<file path="src/rtl/exc_prio_sel_pkg.sv">
package exc_prio_sel_pkg;
  localparam int SYS_LINES = 16;

  typedef struct packed {
    logic enSet;
    logic enClr;
    logic nsSet;
    logic nsClr;
  } cfgStrobe_t;

  function automatic logic isConfigurable(input int num, input int total);
    if (num >= SYS_LINES) return num < total;
    return (num >= 4 && num <= 7) || num == 11 || num == 12 || num == 14 || num == 15;
  endfunction
endpackage

</file>
<file path="src/rtl/exc_prio_sel_ctrl.sv">
module exc_prio_sel_ctrl
  import exc_prio_sel_pkg::*;
#(
  parameter int N = 8,
  localparam int TOT = SYS_LINES + N,
  localparam int NUMW = $clog2(TOT)
) (
  input  logic            cfgWr,
  input  logic            cfgSel,
  input  logic [NUMW-1:0] cfgIdx,
  input  logic            cfgVal,
  input  logic            cfgNs,
  input  logic [TOT-1:0]  tgtNsVec,
  output cfgStrobe_t      strobe,
  output logic [NUMW-1:0] strobeIdx
);
  logic inRange;
  logic tgtBit;
  logic enAllowed;
  logic nsAllowed;

  always_comb begin
    inRange   = int'(cfgIdx) < TOT;
    tgtBit    = inRange ? tgtNsVec[cfgIdx] : 1'b0;
    enAllowed = cfgWr && !cfgSel && isConfigurable(int'(cfgIdx), TOT) && (!cfgNs || tgtBit);
    nsAllowed = cfgWr && cfgSel && !cfgNs && inRange && int'(cfgIdx) >= SYS_LINES;
    strobe.enSet = enAllowed && cfgVal;
    strobe.enClr = enAllowed && !cfgVal;
    strobe.nsSet = nsAllowed && cfgVal;
    strobe.nsClr = nsAllowed && !cfgVal;
    strobeIdx = cfgIdx;
  end
endmodule

</file>
<file path="src/rtl/exc_prio_sel_dp.sv">
module exc_prio_sel_dp
  import exc_prio_sel_pkg::*;
#(
  parameter int N = 8,
  parameter int P = 3,
  localparam int TOT = SYS_LINES + N,
  localparam int NUMW = $clog2(TOT),
  localparam int ADDRW = NUMW + 2,
  localparam int W = P + 2,
  localparam int IRQW = (N > 1) ? $clog2(N) : 1
) (
  input  logic                clk,
  input  logic                rstN,
  input  cfgStrobe_t          strobe,
  input  logic [NUMW-1:0]     strobeIdx,
  input  logic [15:0]         sysPend,
  input  logic [16*P-1:0]     sysPrio,
  input  logic [15:0]         sysBankNs,
  input  logic [N-1:0]        irqPend,
  input  logic [N*P-1:0]      irqPrio,
  input  logic                routeNs,
  input  logic                hfTargetNs,
  input  logic signed [W-1:0] execPrio,
  output logic [TOT-1:0]      tgtNsVec,
  output logic                valid,
  output logic [NUMW-1:0]     excNum,
  output logic [ADDRW-1:0]    vecAddr,
  output logic                targetNs
);
  logic [TOT-1:0]      enReg;
  logic [N-1:0]        irqNsReg;
  logic [NUMW-1:0]     irqSel;
  logic                candReq  [TOT];
  logic signed [W-1:0] candPrio [TOT];
  logic                candTgt  [TOT];
  logic [15:0]         unusedSys;
  logic                unusedIdx;

  assign irqSel    = strobeIdx - NUMW'(SYS_LINES);
  assign unusedIdx = ^irqSel[NUMW-1:IRQW];

  always_ff @(posedge clk) begin
    if (!rstN) begin
      enReg    <= '0;
      irqNsReg <= '0;
    end else begin
      if (strobe.enSet) enReg[strobeIdx] <= 1'b1;
      if (strobe.enClr) enReg[strobeIdx] <= 1'b0;
      if (strobe.nsSet) irqNsReg[irqSel[IRQW-1:0]] <= 1'b1;
      if (strobe.nsClr) irqNsReg[irqSel[IRQW-1:0]] <= 1'b0;
    end
  end

  for (genvar g = 0; g < SYS_LINES; g++) begin : gSys
    if (g == 1) begin : gReset
      assign candReq[g]   = sysPend[g];
      assign candPrio[g]  = W'(-4);
      assign candTgt[g]   = 1'b0;
      assign unusedSys[g] = ^{sysBankNs[g], sysPrio[g*P +: P], enReg[g]};
    end else if (g == 2) begin : gNmi
      assign candReq[g]   = sysPend[g];
      assign candPrio[g]  = W'(-2);
      assign candTgt[g]   = routeNs;
      assign unusedSys[g] = ^{sysBankNs[g], sysPrio[g*P +: P], enReg[g]};
    end else if (g == 3) begin : gHard
      assign candReq[g]   = sysPend[g];
      assign candPrio[g]  = (routeNs && !hfTargetNs) ? W'(-3) : W'(-1);
      assign candTgt[g]   = routeNs && hfTargetNs;
      assign unusedSys[g] = ^{sysBankNs[g], sysPrio[g*P +: P], enReg[g]};
    end else if (isConfigurable(g, TOT)) begin : gCfg
      assign candReq[g]  = sysPend[g] && enReg[g];
      assign candPrio[g] = $signed({2'b00, sysPrio[g*P +: P]});
      if (g == 5) begin : gBus
        assign candTgt[g]   = routeNs;
        assign unusedSys[g] = sysBankNs[g];
      end else if (g == 7) begin : gSecF
        assign candTgt[g]   = 1'b0;
        assign unusedSys[g] = sysBankNs[g];
      end else begin : gBanked
        assign candTgt[g]   = sysBankNs[g];
        assign unusedSys[g] = 1'b0;
      end
    end else begin : gReserved
      assign candReq[g]   = 1'b0;
      assign candPrio[g]  = '0;
      assign candTgt[g]   = 1'b0;
      assign unusedSys[g] = ^{sysPend[g], sysBankNs[g], sysPrio[g*P +: P], enReg[g]};
    end
  end

  for (genvar k = 0; k < N; k++) begin : gIrq
    assign candReq[SYS_LINES+k]  = irqPend[k] && enReg[SYS_LINES+k];
    assign candPrio[SYS_LINES+k] = $signed({2'b00, irqPrio[k*P +: P]});
    assign candTgt[SYS_LINES+k]  = irqNsReg[k];
  end

  for (genvar t = 0; t < TOT; t++) begin : gTgt
    assign tgtNsVec[t] = candTgt[t];
  end

  logic                bestHit;
  logic signed [W-1:0] bestPrio;
  logic [NUMW-1:0]     bestNum;
  logic                bestTgt;

  always_comb begin
    bestHit  = 1'b0;
    bestPrio = execPrio;
    bestNum  = '0;
    bestTgt  = 1'b0;
    for (int e = 0; e < TOT; e++) begin
      if (candReq[e] && candPrio[e] < bestPrio) begin
        bestHit  = 1'b1;
        bestPrio = candPrio[e];
        bestNum  = NUMW'(e);
        bestTgt  = candTgt[e];
      end
    end
  end

  always_ff @(posedge clk) begin
    if (!rstN) begin
      valid    <= 1'b0;
      excNum   <= '0;
      vecAddr  <= '0;
      targetNs <= 1'b0;
    end else begin
      valid    <= bestHit;
      excNum   <= bestNum;
      vecAddr  <= {bestNum, 2'b00};
      targetNs <= bestTgt;
    end
  end
endmodule

</file>
<file path="src/rtl/exc_prio_sel.sv">
module exc_prio_sel
  import exc_prio_sel_pkg::*;
#(
  parameter int N = 8,
  parameter int P = 3,
  localparam int TOT = SYS_LINES + N,
  localparam int NUMW = $clog2(TOT),
  localparam int ADDRW = NUMW + 2,
  localparam int W = P + 2
) (
  input  logic                clk,
  input  logic                rstN,
  input  logic [15:0]         sysPend,
  input  logic [16*P-1:0]     sysPrio,
  input  logic [15:0]         sysBankNs,
  input  logic [N-1:0]        irqPend,
  input  logic [N*P-1:0]      irqPrio,
  input  logic                routeNs,
  input  logic                hfTargetNs,
  input  logic signed [W-1:0] execPrio,
  input  logic                cfgWr,
  input  logic                cfgSel,
  input  logic [NUMW-1:0]     cfgIdx,
  input  logic                cfgVal,
  input  logic                cfgNs,
  output logic                valid,
  output logic [NUMW-1:0]     excNum,
  output logic [ADDRW-1:0]    vecAddr,
  output logic                targetNs
);
  cfgStrobe_t      strobe;
  logic [NUMW-1:0] strobeIdx;
  logic [TOT-1:0]  tgtNsVec;

  exc_prio_sel_ctrl #(.N(N)) ctrl_i (
    .cfgWr(cfgWr), .cfgSel(cfgSel), .cfgIdx(cfgIdx), .cfgVal(cfgVal), .cfgNs(cfgNs),
    .tgtNsVec(tgtNsVec), .strobe(strobe), .strobeIdx(strobeIdx)
  );

  exc_prio_sel_dp #(.N(N), .P(P)) dp_i (
    .clk(clk), .rstN(rstN), .strobe(strobe), .strobeIdx(strobeIdx),
    .sysPend(sysPend), .sysPrio(sysPrio), .sysBankNs(sysBankNs),
    .irqPend(irqPend), .irqPrio(irqPrio), .routeNs(routeNs), .hfTargetNs(hfTargetNs),
    .execPrio(execPrio), .tgtNsVec(tgtNsVec), .valid(valid), .excNum(excNum),
    .vecAddr(vecAddr), .targetNs(targetNs)
  );
endmodule

</file>
<file path="config.mk">
export PLATFORM = sky130hd
export DESIGN_NAME = exc_prio_sel
export DESIGN_NICKNAME = d
export VERILOG_FILES = /design/src/rtl/exc_prio_sel_pkg.sv /design/src/rtl/exc_prio_sel_ctrl.sv /design/src/rtl/exc_prio_sel_dp.sv /design/src/rtl/exc_prio_sel.sv
export SDC_FILE = /design/constraint.sdc
export NUM_CORES = 1
export LEC_CHECK = 0
export ABC_AREA = 1
export BUFFER_PORTS_ARGS = -buffer_cell sky130_fd_sc_hd__buf_2
export CORE_UTILIZATION = 45
export DETAILED_ROUTE_END_ITERATION = 10
export GPL_TIMING_DRIVEN = 0
export HOLD_SLACK_MARGIN = 0.02
export PLACE_DENSITY = 0.77
export SYNTH_ARGS = -nofsm -noshare
export SYNTH_HDL_FRONTEND = slang
export SYNTH_SLANG_ARGS = --single-unit
</file>
<file path="constraint.sdc">
create_clock -name clk -period 10.2 [get_ports clk]
set_clock_uncertainty 0.2 [all_clocks]
set_input_delay 1.02 -clock clk [delete_from_list [all_inputs] [get_ports clk]]
set_output_delay 1.02 -clock clk [all_outputs]
set_load 0.05 [all_outputs]
</file>
Word level (Yosys, flattened, before mapping)
Index checks and enable logic that the tools add are counted.
{ "totals": {"register_bits": 41, "word_cells": 195} }
{ "op_classes": {"bitwise": 6, "magnitude_cmp": 27, "mux": 91, "n_eq_ne": 4, "n_reduce_logical": 60, "n_addsub": 1} }
{ "op_table": {"columns": ["cell", "n"], "rows": [
  ["5-bit 2-to-1 mux", 36],
  ["4-bit by 5-bit < comparator with 1-bit output", 16],
  ["24-bit 2-to-1 mux", 3],
  ["1-bit logical AND", 51],
  ["1-bit 2-to-1 mux", 45],
  ["24-bit AND", 1],
  ["8-bit 2-to-1 mux", 3],
  ["24-bit inverter", 1],
  ["24-bit OR", 1],
  ["5-bit equality test (second input constant)", 4],
  ["8-bit AND", 1],
  ["8-bit inverter", 1],
  ["8-bit OR", 1],
  ["5-bit by 6-bit < comparator with 1-bit output (second input constant)", 1],
  ["1-bit binary-select mux with 5-bit select", 1],
  ["1-bit demux with 5-bit select", 1],
  ["5-bit by 1-bit greater-or-equal comparator with 1-bit output (second input constant)", 1],
  ["5-bit by 3-bit greater-or-equal comparator with 1-bit output (second input constant)", 1],
  ["5-bit greater-or-equal comparator (second input constant)", 1],
  ["5-bit by 3-bit less-or-equal comparator with 1-bit output (second input constant)", 1],
  ["1-bit logical OR", 5],
  ["2-bit by 5-bit < comparator with 1-bit output (first input constant)", 1],
  ["3-bit by 5-bit < comparator with 1-bit output (first input constant)", 1],
  ["5-bit < comparator", 1],
  ["other kinds (7)", 10]
]} }

Longest topological paths before layout
Gate-level depths: netlist of run 1.
{ "depth": {"depth_word": 57, "ltp_mapped": 127, "ltp_nobuf": 126} }

Modules after synthesis
Synthesis of run 1 repeated with hierarchy kept, for this count alone.
{ "unflattened": {"hier_cells": 813, "hier_area_um2": 4309.1} }
{ "by_module_without_submodules": {"columns": ["mod", "seq_area_each_um2", "cells_each", "n_inst", "area_per_inst_um2"], "rows": [
  ["exc_prio_sel_dp", 620.6, 718, 1, 3881.2],
  ["exc_prio_sel_ctrl", 0.0, 95, 1, 427.9]
]} }

Least setup slack after synthesis of run 1
No wires, ideal clock.
{ "synth_timing": {"kind": "input to register", "startpoint": "in execPrio[3]", "endpoint": "reg dp_i.valid", "setup_time_ns": 0.116, "cell_stages": 125, "required_ns": 9.884, "path_buffers": 1, "t_arrival_ns": 10.033, "slack_ns": -0.150, "path_cell_list": "nand2_1 inv_2 nand2_1 nand2_1 nand2_4 inv_2 nor2_1 nand2_1 nand2_1 nand2_1 nand2_2 nand2_4 nand2_2 nand3_1 nand2_1 nand3_2 nand2_2 nand2_4 [89 not listed] nand2_4 nand2_4 nor2_1 a21oi_1 ha_1 a21oi_1 or2_2 nand4_1 buf_4 nand2_1 o21ai_0 ha_1 a21oi_1 or2_2 nand4_4 nand2_2 nand2_1 nand2_1"} }
{ "synth_between": {"elab_chain_cells": 57, "elab_cells_between_ends": 75} }
{ "synth_rtl": {"columns": ["element", "line", "rtl"], "rows": [
  ["start: declaration", "exc_prio_sel.sv:20", "input logic signed [W-1:0] execPrio,"],
  ["3-bit by 5-bit < comparator with 1-bit output", "exc_prio_sel_dp.sv:112", "if (candReq[e] && candPrio[e] < bestPrio) begin"],
  ["1-bit logical AND", "exc_prio_sel_dp.sv:112", null],
  ["5-bit 2-to-1 mux", "exc_prio_sel_dp.sv:112", null],
  ["2-bit by 5-bit < comparator with 1-bit output", "exc_prio_sel_dp.sv:112", null],
  ["1-bit logical AND", "exc_prio_sel_dp.sv:112", null],
  ["5-bit 2-to-1 mux", "exc_prio_sel_dp.sv:112", null],
  ["5-bit < comparator", "exc_prio_sel_dp.sv:112", null],
  ["1-bit logical AND", "exc_prio_sel_dp.sv:112", null],
  ["[41 not listed]", null, null],
  ["1-bit logical AND", "exc_prio_sel_dp.sv:112", null],
  ["5-bit 2-to-1 mux", "exc_prio_sel_dp.sv:112", null],
  ["4-bit by 5-bit < comparator with 1-bit output", "exc_prio_sel_dp.sv:112", null],
  ["1-bit logical AND", "exc_prio_sel_dp.sv:112", null],
  ["5-bit 2-to-1 mux", "exc_prio_sel_dp.sv:112", null],
  ["4-bit by 5-bit < comparator with 1-bit output", "exc_prio_sel_dp.sv:112", null],
  ["1-bit logical AND", "exc_prio_sel_dp.sv:112", null],
  ["1-bit 2-to-1 mux *", "exc_prio_sel_dp.sv:112", null],
  ["end signal: assignment", "exc_prio_sel_dp.sv:128", "valid <= bestHit;"],
  ["end: declaration", "exc_prio_sel_dp.sv:25", "output logic valid,"]
]} }
Every way passes the cells marked *; elsewhere a longest branch is shown, timed or not.
A chain may end at the register's enable or synchronous reset.

Worst setup path in the final report of run 1
{ "layout_timing": {"startpoint": "in execPrio[2]", "endpoint": "reg dp_i.targetNs"} }
{ "layout_between": {"elab_chain_cells": 57, "elab_cells_between_ends": 74} }
{ "layout_rtl": {"columns": ["element", "line", "rtl"], "rows": [
  ["3-bit by 5-bit < comparator with 1-bit output", "exc_prio_sel_dp.sv:112", null],
  ["1-bit logical AND", "exc_prio_sel_dp.sv:112", null],
  ["5-bit 2-to-1 mux *", "exc_prio_sel_dp.sv:112", null],
  ["2-bit by 5-bit < comparator with 1-bit output", "exc_prio_sel_dp.sv:112", null],
  ["1-bit logical AND", "exc_prio_sel_dp.sv:112", null],
  ["5-bit 2-to-1 mux", "exc_prio_sel_dp.sv:112", null],
  ["5-bit < comparator", "exc_prio_sel_dp.sv:112", null],
  ["1-bit logical AND", "exc_prio_sel_dp.sv:112", null],
  ["[41 not listed]", null, null],
  ["1-bit logical AND", "exc_prio_sel_dp.sv:112", null],
  ["5-bit 2-to-1 mux", "exc_prio_sel_dp.sv:112", null],
  ["4-bit by 5-bit < comparator with 1-bit output", "exc_prio_sel_dp.sv:112", null],
  ["1-bit logical AND", "exc_prio_sel_dp.sv:112", null],
  ["5-bit 2-to-1 mux", "exc_prio_sel_dp.sv:112", null],
  ["4-bit by 5-bit < comparator with 1-bit output", "exc_prio_sel_dp.sv:112", null],
  ["1-bit logical AND", "exc_prio_sel_dp.sv:112", null],
  ["1-bit 2-to-1 mux *", "exc_prio_sel_dp.sv:112", null],
  ["end signal: assignment", "exc_prio_sel_dp.sv:131", "targetNs <= bestTgt;"],
  ["end: declaration", "exc_prio_sel_dp.sv:28", "output logic targetNs"]
]} }
Marked as above.

==> metrics.md, run 1 <==
| Metric | Value |
|---|---|
| Placement Rows | 33 |
| # fillers | 613 |
| Cell accounting for the most synthesized area | nand2_1 |
| # port buffers | ~100 |
| Ratio of cells with drive above 1 in the final layout | 0.478 |
| Worst hold slack | 0.295 ns |
| Critical Path AT | between 10 and 15 ns |
| GR Layer Usage met1 | 0.381 |
| Worst-Skew Late Latency | 0.29 ns |
| Clock sink count | 31 |
| Remaining antenna violation count | 0 |
| Max_slew headroom | 0.467 |
| Multi-input gate area | 0.00369 mm^2 |
| Fin Setup TNS | -8.91 ns |
| RSZ-0062 raised after global routing | yes |
| FF+latch count, synth | 31 |
| Fmax | a little under 0.09 GHz |
| Min-Delay Path Class | register to register |
| Die Y | 95.8 um |
| Met2 Resource Use GR | 0.563 |
| Violated checks | setup timing |
| Post-synthesis xor/xnor area fraction | 0 |
| Bufs on Longest Clock Path | 2 |
| Post-synthesis cell count | 745 |
| Via count | just under 6000 |
| Worst Path Max Fanout | 6 |
| Top cells by area, synth | nand2_1 (21%), dfxtp_1 (16%), nand3_1 (13%) |
| Via density | 5.56 |
| Hpwl dp | ~10000 um |
| Cell Area, Synth | 0.00396 mm^2 |
| Core area | 0.00838 mm^2 |
| Pin count of the biggest net entering global routing | 11 |
| Final hold violations | 0 |
| Met3 Usage GRT | 0.0395 |
| Gr ovfl total | 0 |
| Ports | 144 |
| Post-Syn Area per Cell | 5.32 um^2 |
| Final setup viols | 7 |
| Cell Pwr Density | between 70 and 80 mW/mm^2 |
| Slew of the pin with the lowest slew margin | 0.797 ns |
| Adder-cell share of the synthesized area | 0.0126 |
| Area grow syn2layout | 60.4% |
| Placer Congestion | 0.955 |
| Initial Utilization | 0.473 |
| First-pass GRT wire length | 22400 um |
| FF+latch area | a little over 600 um^2 |
| Sequential area share after synthesis | 0.157 |
| Setup crit start kind | input pin |
| CTS root buf | clkbuf_8 |
| Crit path required time | approximately 10 ns |
| Die area | 0.00919 mm^2 |
| CTS tree | built |
| Kind of end point of the critical path | register |
| Synth Area in Compound Gates | 0.127 |
| CTS Buf Count | 5 |
| Peak VDD IR | ~59 uV |
| Simple-gate share of the synthesized area | 0.557 |
| Vias in the first global route | 5073 |
| Dpl cell area | 0.00473 mm^2 |
| Period utilization | 1.13 |
| Die W | 95.8 um |
| Initial DRC count | 554 |
| Global-route usage over all layers | 0.309 |
| Crit Path Class | input pin to register |
| H-tree depth | 2 |
| Setup WS post-layout | -1.32 ns |
| Max Slew Vio Count | 0 |
| Predominant post-synthesis flop cell | dfxtp_1 |
| Initial antenna violation count | 0 |
| # DRC | 0 |
| Share of the synthesized area in the top cell type | 0.214 |
| Yosys warns | 0 |
| Drt pass-1 iters | 6 |
| Asr flop ratio synth | 0 |
| Avg WL per Cell | 15.2 um |
| CP max stage cell | ha_4 |
| Status | complete, but fails checks |
| Design area | 0.00636 mm^2 |
| Antenna diode count | 0 |
| Tmin final | 11.52 ns |
| Leak pwr | 0.00332 uW |
| Total wire length | 16000 um |
| Reg clk slew, reported paths | 0.07 ns |
| Post-synthesis mux area share | 0 |
| Final net count | 1078 |
| Largest family of logic cells by synthesized area | simple AND/OR/NAND/NOR gates |
| Grt peak-use layer | met2 |
| Netlist cell types | 35 |
| Critical path's most frequent cell | nand2_4 |
| Max Cap Violations | 0 |
| EDFF count, synth | 0 |
| Peak per-stage delay on the critical path | ~0.24 ns |
[power by group]
part | total, uW | switching (uW) | internal (uW)
logic | 232 | 137 | 94.4
clock network | 130 | 50.5 | 79.0
registers | 123 | 0.637 | 122
total | 484 | 189 | 296
[sequential cells by signal, indices dropped and copies added (netlist names)]
signal,count
dp_i.targetNs,1
dp_i.valid,1
dp_i.excNum,5
dp_i.enReg,16
dp_i.irqNsReg,8
[synth_stat cells (3+ instances only)]
master    number
a211oi_1       3
a21oi_1       28
a311oi_1       5
a31oi_1       11
buf_4          8
clkbuf_1       6
dfxtp_1       31
ha_1           4
inv_1        107
inv_2         23
nand2_1      226
nand2_2       26
nand2_4       15
nand3_1       99
nand4_1        4
nor2_1        69
nor3_1        33
o211ai_1       8
o21ai_0       17
or2_2          3
[worst max-delay path: cells and delay by family]
kind | cells | cell delay (ns)
AOI/OAI and AO/OA | 4 | 0.46
buffers and inverters | 7 | 0.49
and+or+nand+nor | 111 | 9.04
adders and majority gates | 2 | 0.46
[through the flow]
step | power [uW] | std cells | util | setup slack [ns]
6_report | 484 | 1050 | 0.758 | -1.32
5_1_grt | 508 | 1050 | 0.758 | -2.09
4_1_cts | 445 | 1026 | 0.694 | -0.460
3_5_place_dp | 277 | 953 | 0.565 | -1.53
3_3_place_gp | 273 | 953 | 0.565 | -1.21
2_1_floorplan | 232 | 746 | - | -0.0311
[routing by layer]
metal	wire length (um)	vias up
li1	-	2787
met1	6230	2667
met2	8050	318
met3	1180	67
met4	515	0
met5	0	-
[path summary, 6_finish.rpt]
path	start	endpoint	slack (ns)	cells after the start
max	execPrio[2]	dp_i.targetNs$_SDFF_PN0_	-1.32	124
min	dp_i.enReg[11]$_SDFF_PN0_	dp_i.enReg[11]$_SDFF_PN0_	0.30	2
max reg2reg	dp_i.enReg[4]$_SDFF_PN0_	dp_i.targetNs$_SDFF_PN0_	0.10	106
min reg2reg	dp_i.enReg[11]$_SDFF_PN0_	dp_i.enReg[11]$_SDFF_PN0_	0.30	2
[cell usage in the layout, fill, tap and decap left out, drive strengths merged]
| cell | count |
|---|---|
| a31oi | 11 |
| o211ai | 8 |
| a211oi | 3 |
| bufinv | 1 |
| nand4 | 5 |
| conb | 2 |
| o22ai | 1 |
| or2 | 3 |
| inv | 130 |
| nor2 | 72 |
| o21ai | 18 |
| dfxtp | 31 |
| nor3 | 33 |
| a31o | 2 |
| nand2 | 267 |
| o311ai | 1 |
| buf | 199 |
| a211o | 1 |
| ha | 4 |
| o41ai | 1 |
| clkbuf | 12 |
| a311oi | 5 |
| nand3 | 101 |
| o2111ai | 1 |
| a21oi | 29 |
| clkinv | 3 |
| a221oi | 1 |
[kinds of logic (layout without fill, tap and decap cells)]
| logic type | count (synthesis) | count (layout) |
|---|---|---|
| buffers and inverters | 146 | 345 |
| and+or+nand+nor | 481 | 481 |
| DFF | 31 | 31 |
| other | 1 | 2 |
| AOI/OAI and AO/OA | 82 | 82 |
| adders and majority gates | 4 | 4 |
[area by class of cell]
type                    instances  area share
flip-flops and latches         31      0.0976
clock inverters                 2     0.00551
plain buffers                  14      0.0136
inverters                     132      0.0791
repair buffers                191       0.191
well taps                     105      0.0207
clock buffers                   6      0.0130
multi-input cells             569       0.580
[timing repair]
item,in CTS,in global routing
pin swaps,74,85
setup buffers,66,24
endpoints found under the setup margin,7,7
hold buffers,0,0
gates resized for setup,113,91
cloned,0,0
(Power assumes the default switching activity.)
==> inputs of run 2 (changes only) <==
--- a/config.mk
+++ b/config.mk
@@ -5,13 +5,12 @@
 export SDC_FILE = /design/constraint.sdc
 export NUM_CORES = 1
 export LEC_CHECK = 0
-export ABC_AREA = 1
 export BUFFER_PORTS_ARGS = -buffer_cell sky130_fd_sc_hd__buf_2
 export CORE_UTILIZATION = 45
 export DETAILED_ROUTE_END_ITERATION = 10
 export GPL_TIMING_DRIVEN = 0
 export HOLD_SLACK_MARGIN = 0.02
-export PLACE_DENSITY = 0.77
+export PLACE_DENSITY = 0.74
 export SYNTH_ARGS = -nofsm -noshare
 export SYNTH_HDL_FRONTEND = slang
 export SYNTH_SLANG_ARGS = --single-unit
==> run 2 against run 1 <==
  * The run still ends with setup timing left
  * Global-route usage fell by 0.63 points
  * Synthesized cell count fell by 3.6%
  * Sequential power barely moved
  * Sequential share of layout area fell by 0.40 points
  * Critical endpoint unchanged
  * Largest cell class unchanged
==> metrics.md, run 2 <==
| Metric | Value |
|---|---|
| Status | complete, but fails checks (unchanged) |
| Violated checks | setup timing (unchanged) |
| Peak per-stage delay on the critical path | 0.55 ns (was 0.24 ns) |
| Cell Pwr Density | 69.7 mW/mm^2 (was 76.2 mW/mm^2) |
| # DRC | 0 (unchanged) |
| RSZ-0062 raised after global routing | yes (unchanged) |
| Critical path's most frequent cell | o21a_1 (was nand2_4) |
| CP max stage cell | or4_4 (was ha_4) |
| Placement Rows | 37 (was 33) |
| Min-Delay Path Class | register to register (unchanged) |
| Placer Congestion | 0.950 (was 0.955) |
| Die W | 107 um (was 95.8 um) |
| Worst hold stages | 2 (unchanged) |
| Worst-Skew Late Latency | 0.28 ns (was 0.29 ns) |
| Bufs on Longest Clock Path | 2 (unchanged) |
| Core area | 0.0105 mm^2 (was 0.00838 mm^2) |
| Antenna diode count | 0 (unchanged) |
| CP Capture Point | dp_i.targetNs$_SDFF_PN0_ (unchanged) |
| Post-synthesis cell count | 718 (was 745) |
| Via count | 6632 (was 5839) |
| Gr ovfl total | 0 (unchanged) |
| Total wire length | 18200 um (was 16000 um) |
| Max FFs per register | 16 (unchanged) |
| FF+latch count, synth | 31 (unchanged) |
| Slew of the pin with the lowest slew margin | 0.879 ns (was 0.797 ns) |
| Initial antenna violation count | 0 (unchanged) |
| # fillers | 936 (was 613) |
| Met2 Resource Use GR | 0.518 (was 0.563) |
| Peak VDD IR | 86.5 uV (was 58.8 uV) |
| Kind of end point of the critical path | register (unchanged) |
| Top reg by flops | dp_i.enReg (unchanged) |
| Ports | 144 (unchanged) |
| Remaining antenna violation count | 0 (unchanged) |
| EDFF count, synth | 0 (unchanged) |
| Predominant post-synthesis flop cell | dfxtp_1 (unchanged) |
| Leak pwr | 0.00249 uW (was 0.00332 uW) |
| First-pass GRT wire length | 28700 um (was 22400 um) |
| Max Cap Violations | 0 (unchanged) |
| Worst hold slack | 0.258 ns (was 0.295 ns) |
| Sequential area share after synthesis | 0.126 (was 0.157) |
| Count leader, synth | nand2_1 (unchanged) |
| Drt pass-1 iters | 5 (was 6) |
| Share of the synthesized area in the top cell type | 0.126 (was 0.214) |
| RR Startpoint | dp_i.enReg[4]$_SDFF_PN0_ (unchanged) |
| Final net count | 1009 (was 1078) |
| Die area | 0.0114 mm^2 (was 0.00919 mm^2) |
| Cell accounting for the most synthesized area | dfxtp_1 (was nand2_1) |
| CTS root buf | clkbuf_8 (unchanged) |
| Setup WS post-layout | -1.62 ns (was -1.32 ns) |
| Initial Utilization | 0.470 (was 0.473) |
| Avg WL per Cell | 18.0 um (was 15.2 um) |
| Initial DRC count | 763 (was 554) |
| Worst Setup SP | sysPend[1] (was execPrio[2]) |
| Global-route usage over all layers | 0.302 (was 0.309) |
| Reg clk slew, reported paths | 0.06 ns (was 0.07 ns) |
| Worst reg2reg path depth | 46 (was 106) |
| CTS Buf Count | 5 (unchanged) |
| Commonest non-fill, non-tap cell in the layout | buf_2 (was nand2_1) |
| Final setup viols | 7 (unchanged) |
| Ratio of cells with drive above 1 in the final layout | 0.328 (was 0.478) |
| Cell Area, Synth | 0.00492 mm^2 (was 0.00396 mm^2) |
| Setup crit start kind | input pin (unchanged) |
| Asr flop ratio synth | 0 (unchanged) |
| Most frequent cells in the layout | buf_2 (97), nand2_1 (85), nor2_1 (63) (was nand2_1 (118), inv_1 (102), buf_2 (98)) |
| Core Util, Final | 0.633 (was 0.758) |
| Crit path required time | 10.17 ns (was 10.23 ns) |
| Clock sink count | 31 (unchanged) |
| Post-Syn Area per Cell | 6.86 um^2 (was 5.32 um^2) |
| Critical Path AT | 11.78 ns (was 11.55 ns) |
| Vias in the first global route | 6078 (was 5073) |
| CTS tree | built (unchanged) |
| Top cells by area, synth | dfxtp_1 (13%), nand2_1 (6.7%), a21oi_1 (6.6%) (was nand2_1 (21%), dfxtp_1 (16%), nand3_1 (13%)) |
| Die Y | 107 um (was 95.8 um) |
| Area grow syn2layout | 34.6% (was 60.4%) |
| Commonest cells in the netlist | nand2_1 (88), nor2_1 (69), a21oi_1 (65) (was nand2_1 (226), inv_1 (107), nand3_1 (99)) |
| # port buffers | 98 (was 102) |
| Fin Setup TNS | -10.25 ns (was -8.91 ns) |
| Pin count of the biggest net entering global routing | 11 (unchanged) |
| Reg2Reg Setup Slack | -0.48 ns (was 0.10 ns) |
| Crit Path Class | input pin to register (unchanged) |
| Pre-CTS WS | -2.69 ns (was -1.53 ns) |
| Worst Path Max Fanout | 8 (was 6) |
| Final hold violations | 0 (unchanged) |
| Max_slew headroom | 0.410 (was 0.467) |
| H-tree depth | 2 (unchanged) |
| Max Slew Vio Count | 0 (unchanged) |
| GR Layer Usage met1 | 0.399 (was 0.381) |
| Grt peak-use layer | met2 (unchanged) |
| Hpwl dp | 12800 um (was 9880 um) |
| Netlist cell types | 99 (was 35) |
| Yosys warns | 0 (unchanged) |
| Fmax | 0.0846 GHz (was 0.0868 GHz) |
| Met3 Usage GRT | 0.0298 (was 0.0395) |
| Tmin final | 11.82 ns (was 11.52 ns) |
| Period utilization | 1.16 (was 1.13) |
| Via density | 6.55 (was 5.56) |
| Largest regs | dp_i.enReg x16, dp_i.irqNsReg x8, dp_i.excNum x5 (unchanged) |
| Reg-to-Reg End | dp_i.targetNs$_SDFF_PN0_ (unchanged) |
## run 2: cell count changes after synthesis, sizes merged, moves of 12 or more
cell	before	now
a21o	0	12
mux2i	0	19
inv	130	27
nor3	33	18
nand2b	0	18
o21ai	18	69
nand2	267	88
nand3	101	53
a21oi	29	68
and3	0	15
## run 2: routing by layer
| layer | up-vias | share of wire |
|---|---|---|
| li1 | 3072 | - |
| met1 | 3113 | 0.42 |
| met2 | 375 | 0.47 |
| met3 | 72 | 0.072 |
| met4 | 0 | 0.037 |
| met5 | - | 0 |
## run 2: final cells by class
cell class,instances,area (um^2),area share
plain buffers,26,168,0.0253
inverters,28,105,0.0159
well taps,136,170,0.0257
clock buffers,6,82.6,0.0125
multi-input cells,634,4550,0.687
repair buffers,149,890,0.134
flip-flops and latches,31,621,0.0937
clock inverters,2,35.0,0.00529
## run 2: critical path, delay by kind of cell
kind,cells,cell delay [ns]
multiplexers,4,0.98
adder cells (fa/ha/maj),2,0.60
AO/OA/AOI/OAI,26,6.31
AND/OR/NAND/NOR,11,2.39
buffers and inverters,3,0.44
## run 2: how the worst min path moves through the flow
stage / from / end / slack (ns)
floorplan: dp_i.enReg[21]$_SDFF_PN0_ / dp_i.enReg[21]$_SDFF_PN0_ / 0.23
global placement: dp_i.enReg[21]$_SDFF_PN0_ / dp_i.enReg[21]$_SDFF_PN0_ / 0.25
detailed placement: dp_i.enReg[21]$_SDFF_PN0_ / dp_i.enReg[21]$_SDFF_PN0_ / 0.25
CTS: dp_i.enReg[21]$_SDFF_PN0_ / dp_i.enReg[21]$_SDFF_PN0_ / 0.26
global route: dp_i.enReg[19]$_SDFF_PN0_ / dp_i.enReg[19]$_SDFF_PN0_ / 0.28
finish: dp_i.enReg[21]$_SDFF_PN0_ / dp_i.enReg[21]$_SDFF_PN0_ / 0.26
## run 2: kinds of logic after synthesis
kind of cell    synth area share
fa+ha+maj                 0.0183
compound gates             0.421
mux                       0.0539
buf+inv                   0.0516
flops                      0.126
simple gates               0.328
other cells             0.000762
## run 2: metrics by stage
step	instances	power, uW	instance area, um^2
6_report	1012	462	6630
5_1_grt	1012	485	6630
4_1_cts	998	440	6330
3_5_place_dp	953	297	5690
3_3_place_gp	953	292	5690
2_1_floorplan	719	241	5030
## run 2: repair_timing
action                     CTS  global route
pin swaps                   47            22
hold buffers                 0             0
setup endpoints to repair    7             7
resized for setup           61            38
setup buffers               37            14
hold endpoints to repair     0             0
## run 2: where the power goes
group	total, uW	leakage (uW)	internal (uW)	switching, uW
logic	214	0.00218	84.3	129
registers	123	0.000250	122	0.625
clock network	126	0.0000612	79.0	46.7
==> inputs of run 3 (changes only) <==
--- a/config.mk
+++ b/config.mk
@@ -11,6 +11,7 @@
 export GPL_TIMING_DRIVEN = 0
 export HOLD_SLACK_MARGIN = 0.02
 export PLACE_DENSITY = 0.74
+export RECOVER_POWER = 100
 export SYNTH_ARGS = -nofsm -noshare
 export SYNTH_HDL_FRONTEND = slang
 export SYNTH_SLANG_ARGS = --single-unit
==> run 3 against run 2 <==
  * The flow still finishes with violations (setup timing)
  * Maximum frequency grew 0.31%
  * Global-route usage stayed put
  * Worst setup slack better by 0.036 ns
  * Critical path depth unchanged
  * Clock-buffer cell count unchanged
  * Register-to-register slack better by 0.03 ns
  * Die area stayed put
  * Cell count unchanged
  * First-iteration DRC count down 1.0%
  * Clock power about the same
  * Hold slack about the same
==> metrics.md, run 3 (same netlist as run 2, synthesis figures left out) <==
| Metric | Value |
|---|---|
| Ratio of cells with drive above 1 in the final layout | 0.312 (was 0.328) |
| Worst-Skew Late Latency | 0.28 ns (about the same) |
| Clock sink count | 31 (unchanged) |
| Max_slew headroom | 0.418 (was 0.410) |
| CTS hold repair buffers | 0 (unchanged) |
| Peak VDD IR | 86.7 uV (was 86.5 uV) |
| Worst hold stages | 2 (unchanged) |
| Max Slew Vio Count | 0 (unchanged) |
| Ports | 144 (unchanged) |
| Slew of the pin with the lowest slew margin | 0.866 ns (was 0.879 ns) |
| Critical Path AT | 11.74 ns (was 11.78 ns) |
| Cell Pwr Density | 69.8 mW/mm^2 (was 69.7 mW/mm^2) |
| Fin Setup TNS | -10.01 ns (was -10.25 ns) |
| CP max stage cell | or4_4 (unchanged) |
| Most frequent cells in the layout | nand2_1 (85), buf_2 (83), nor2_1 (63) (was buf_2 (97), nand2_1 (85), nor2_1 (63)) |
| Status | complete, but fails checks (unchanged) |
| Initial DRC count | 755 (was 763) |
| H-tree depth | 2 (unchanged) |
| Placer Congestion | 0.950 (unchanged) |
| Setup crit start kind | input pin (unchanged) |
| Die area | 0.0114 mm^2 (unchanged) |
| Critical path's most frequent cell | o21a_1 (unchanged) |
| Initial Utilization | 0.470 (unchanged) |
| Leak pwr | 0.00244 uW (was 0.00249 uW) |
| # fillers | 942 (was 936) |
| Reg2Reg Setup Slack | -0.45 ns (was -0.48 ns) |
| Final setup viols | 7 (unchanged) |
| Reg clk slew, reported paths | 0.06 ns (about the same) |
| Reg-to-Reg End | dp_i.targetNs$_SDFF_PN0_ (unchanged) |
| Violated checks | setup timing (unchanged) |
| Worst Path Max Fanout | 8 (unchanged) |
| Core Util, Final | 0.632 (was 0.633) |
| Final net count | 1009 (unchanged) |
| # port buffers | 98 (unchanged) |
| Min-Delay Path Class | register to register (unchanged) |
| Design area | 0.00661 mm^2 (was 0.00663 mm^2) |
| Global-route usage over all layers | 0.302 (unchanged) |
| Vias in the first global route | 6078 (unchanged) |
| Largest regs | dp_i.enReg x16, dp_i.irqNsReg x8, dp_i.excNum x5 (unchanged) |
| Setup WS post-layout | -1.58 ns (was -1.62 ns) |
| First-pass GRT wire length | 28700 um (unchanged) |
| Crit Path Class | input pin to register (unchanged) |
| CTS root buf | clkbuf_8 (unchanged) |
| Kind of end point of the critical path | register (unchanged) |
| Via count | 6576 (was 6632) |
| Gr ovfl total | 0 (unchanged) |
| Core area | 0.0105 mm^2 (unchanged) |
| Placement Rows | 37 (unchanged) |
| Area grow syn2layout | 34.2% (was 34.6%) |
| Max Cap Violations | 0 (unchanged) |
| Fmax | 0.0849 GHz (was 0.0846 GHz) |
| Avg WL per Cell | 17.8 um (was 18.0 um) |
| Via density | 6.50 (was 6.55) |
| Final hold violations | 0 (unchanged) |
| Initial antenna violation count | 0 (unchanged) |
| Peak per-stage delay on the critical path | 0.55 ns (about the same) |
| Max FFs per register | 16 (unchanged) |
| Remaining antenna violation count | 0 (unchanged) |
| RSZ-0062 raised after global routing | yes (unchanged) |
| Crit path required time | 10.16 ns (was 10.17 ns) |
| # DRC | 0 (unchanged) |
| Tmin final | 11.78 ns (was 11.82 ns) |
| Dpl cell area | 0.00569 mm^2 (unchanged) |
| Drt pass-1 iters | 6 (was 5) |
| RR Startpoint | dp_i.enReg[4]$_SDFF_PN0_ (unchanged) |
| Antenna diode count | 0 (unchanged) |
| HP Start | dp_i.enReg[21]$_SDFF_PN0_ (unchanged) |
| CTS Buf Count | 5 (unchanged) |
| Die W | 107 um (unchanged) |
| Worst reg2reg path depth | 46 (unchanged) |
| Total wire length | 18100 um (was 18200 um) |
| Bufs on Longest Clock Path | 2 (unchanged) |
| Top reg by flops | dp_i.enReg (unchanged) |
| Period utilization | 1.15 (was 1.16) |
| Hold EP | dp_i.enReg[21]$_SDFF_PN0_ (unchanged) |
| CTS tree | built (unchanged) |
| Hpwl dp | 12800 um (unchanged) |
| Die Y | 107 um (unchanged) |
| Commonest non-fill, non-tap cell in the layout | nand2_1 (was buf_2) |
| Pin count of the biggest net entering global routing | 11 (unchanged) |
run 3: timing repair:
action                                  in CTS  in global routing
pin swaps                                   47                 22
endpoints found under the setup margin       7                  7
setup buffers                               37                 14
gates cloned                                 0                  0
resized for setup                           61                 38
run 3: layout make-up:
cell class / count / area [um^2] / share of cell area
Buffer: 26 / 168 / 0.0254
Clock inverter: 2 / 35.0 / 0.00530
Multi-Input combinational cell: 634 / 4550 / 0.689
Inverter: 28 / 105 / 0.0159
Timing Repair Buffer: 149 / 872 / 0.132
Tap cell: 136 / 170 / 0.0258
Sequential cell: 31 / 621 / 0.0939
Clock buffer: 6 / 82.6 / 0.0125
run 3: critical path, delay by kind of cell:
kind	cells	cell delay, ns
buffers and inverters	3	0.44
and+or+nand+nor	11	2.39
AOI/OAI and AO/OA	26	6.28
muxes	4	0.98
adders and majority gates	2	0.60
run 3: power by group:
group / internal [uW] / switching (uW)
clock network: 79.0 / 46.6
logic: 83.8 / 129
registers: 122 / 0.643
run 3: through the flow:
step	power, uW	hold slack, ns	setup WS, ns	instances
floorplan	241	0.232	-1.15	719
global placement	292	0.248	-2.37	953
detailed placement	297	0.250	-2.69	953
CTS	440	0.260	-1.25	998
global route	485	0.277	-2.02	1012
finish	461	0.258	-1.58	1012
run 3: worst max-delay path by stage:
stage,from,end,slack (ns),depth (start not counted)
2_1_floorplan,execPrio[4],dp_i.targetNs$_SDFF_PN0_,-1.15,48
3_3_place_gp,sysPend[1],dp_i.targetNs$_SDFF_PN0_,-2.37,49
3_5_place_dp,sysPend[1],dp_i.targetNs$_SDFF_PN0_,-2.69,49
4_1_cts,sysPend[1],dp_i.targetNs$_SDFF_PN0_,-1.25,48
5_1_grt,sysPend[1],dp_i.targetNs$_SDFF_PN0_,-2.02,51
6_report,sysPend[1],dp_i.targetNs$_SDFF_PN0_,-1.58,46
run 3: metal layers:
layer | vias up | global-route usage | wire length [um]
li1 | 3067 | - | -
met1 | 3083 | 0.399 | 7630
met2 | 360 | 0.518 | 8540
met3 | 66 | 0.0298 | 1250
met4 | 0 | 0.0881 | 635
met5 | - | 0 | 0
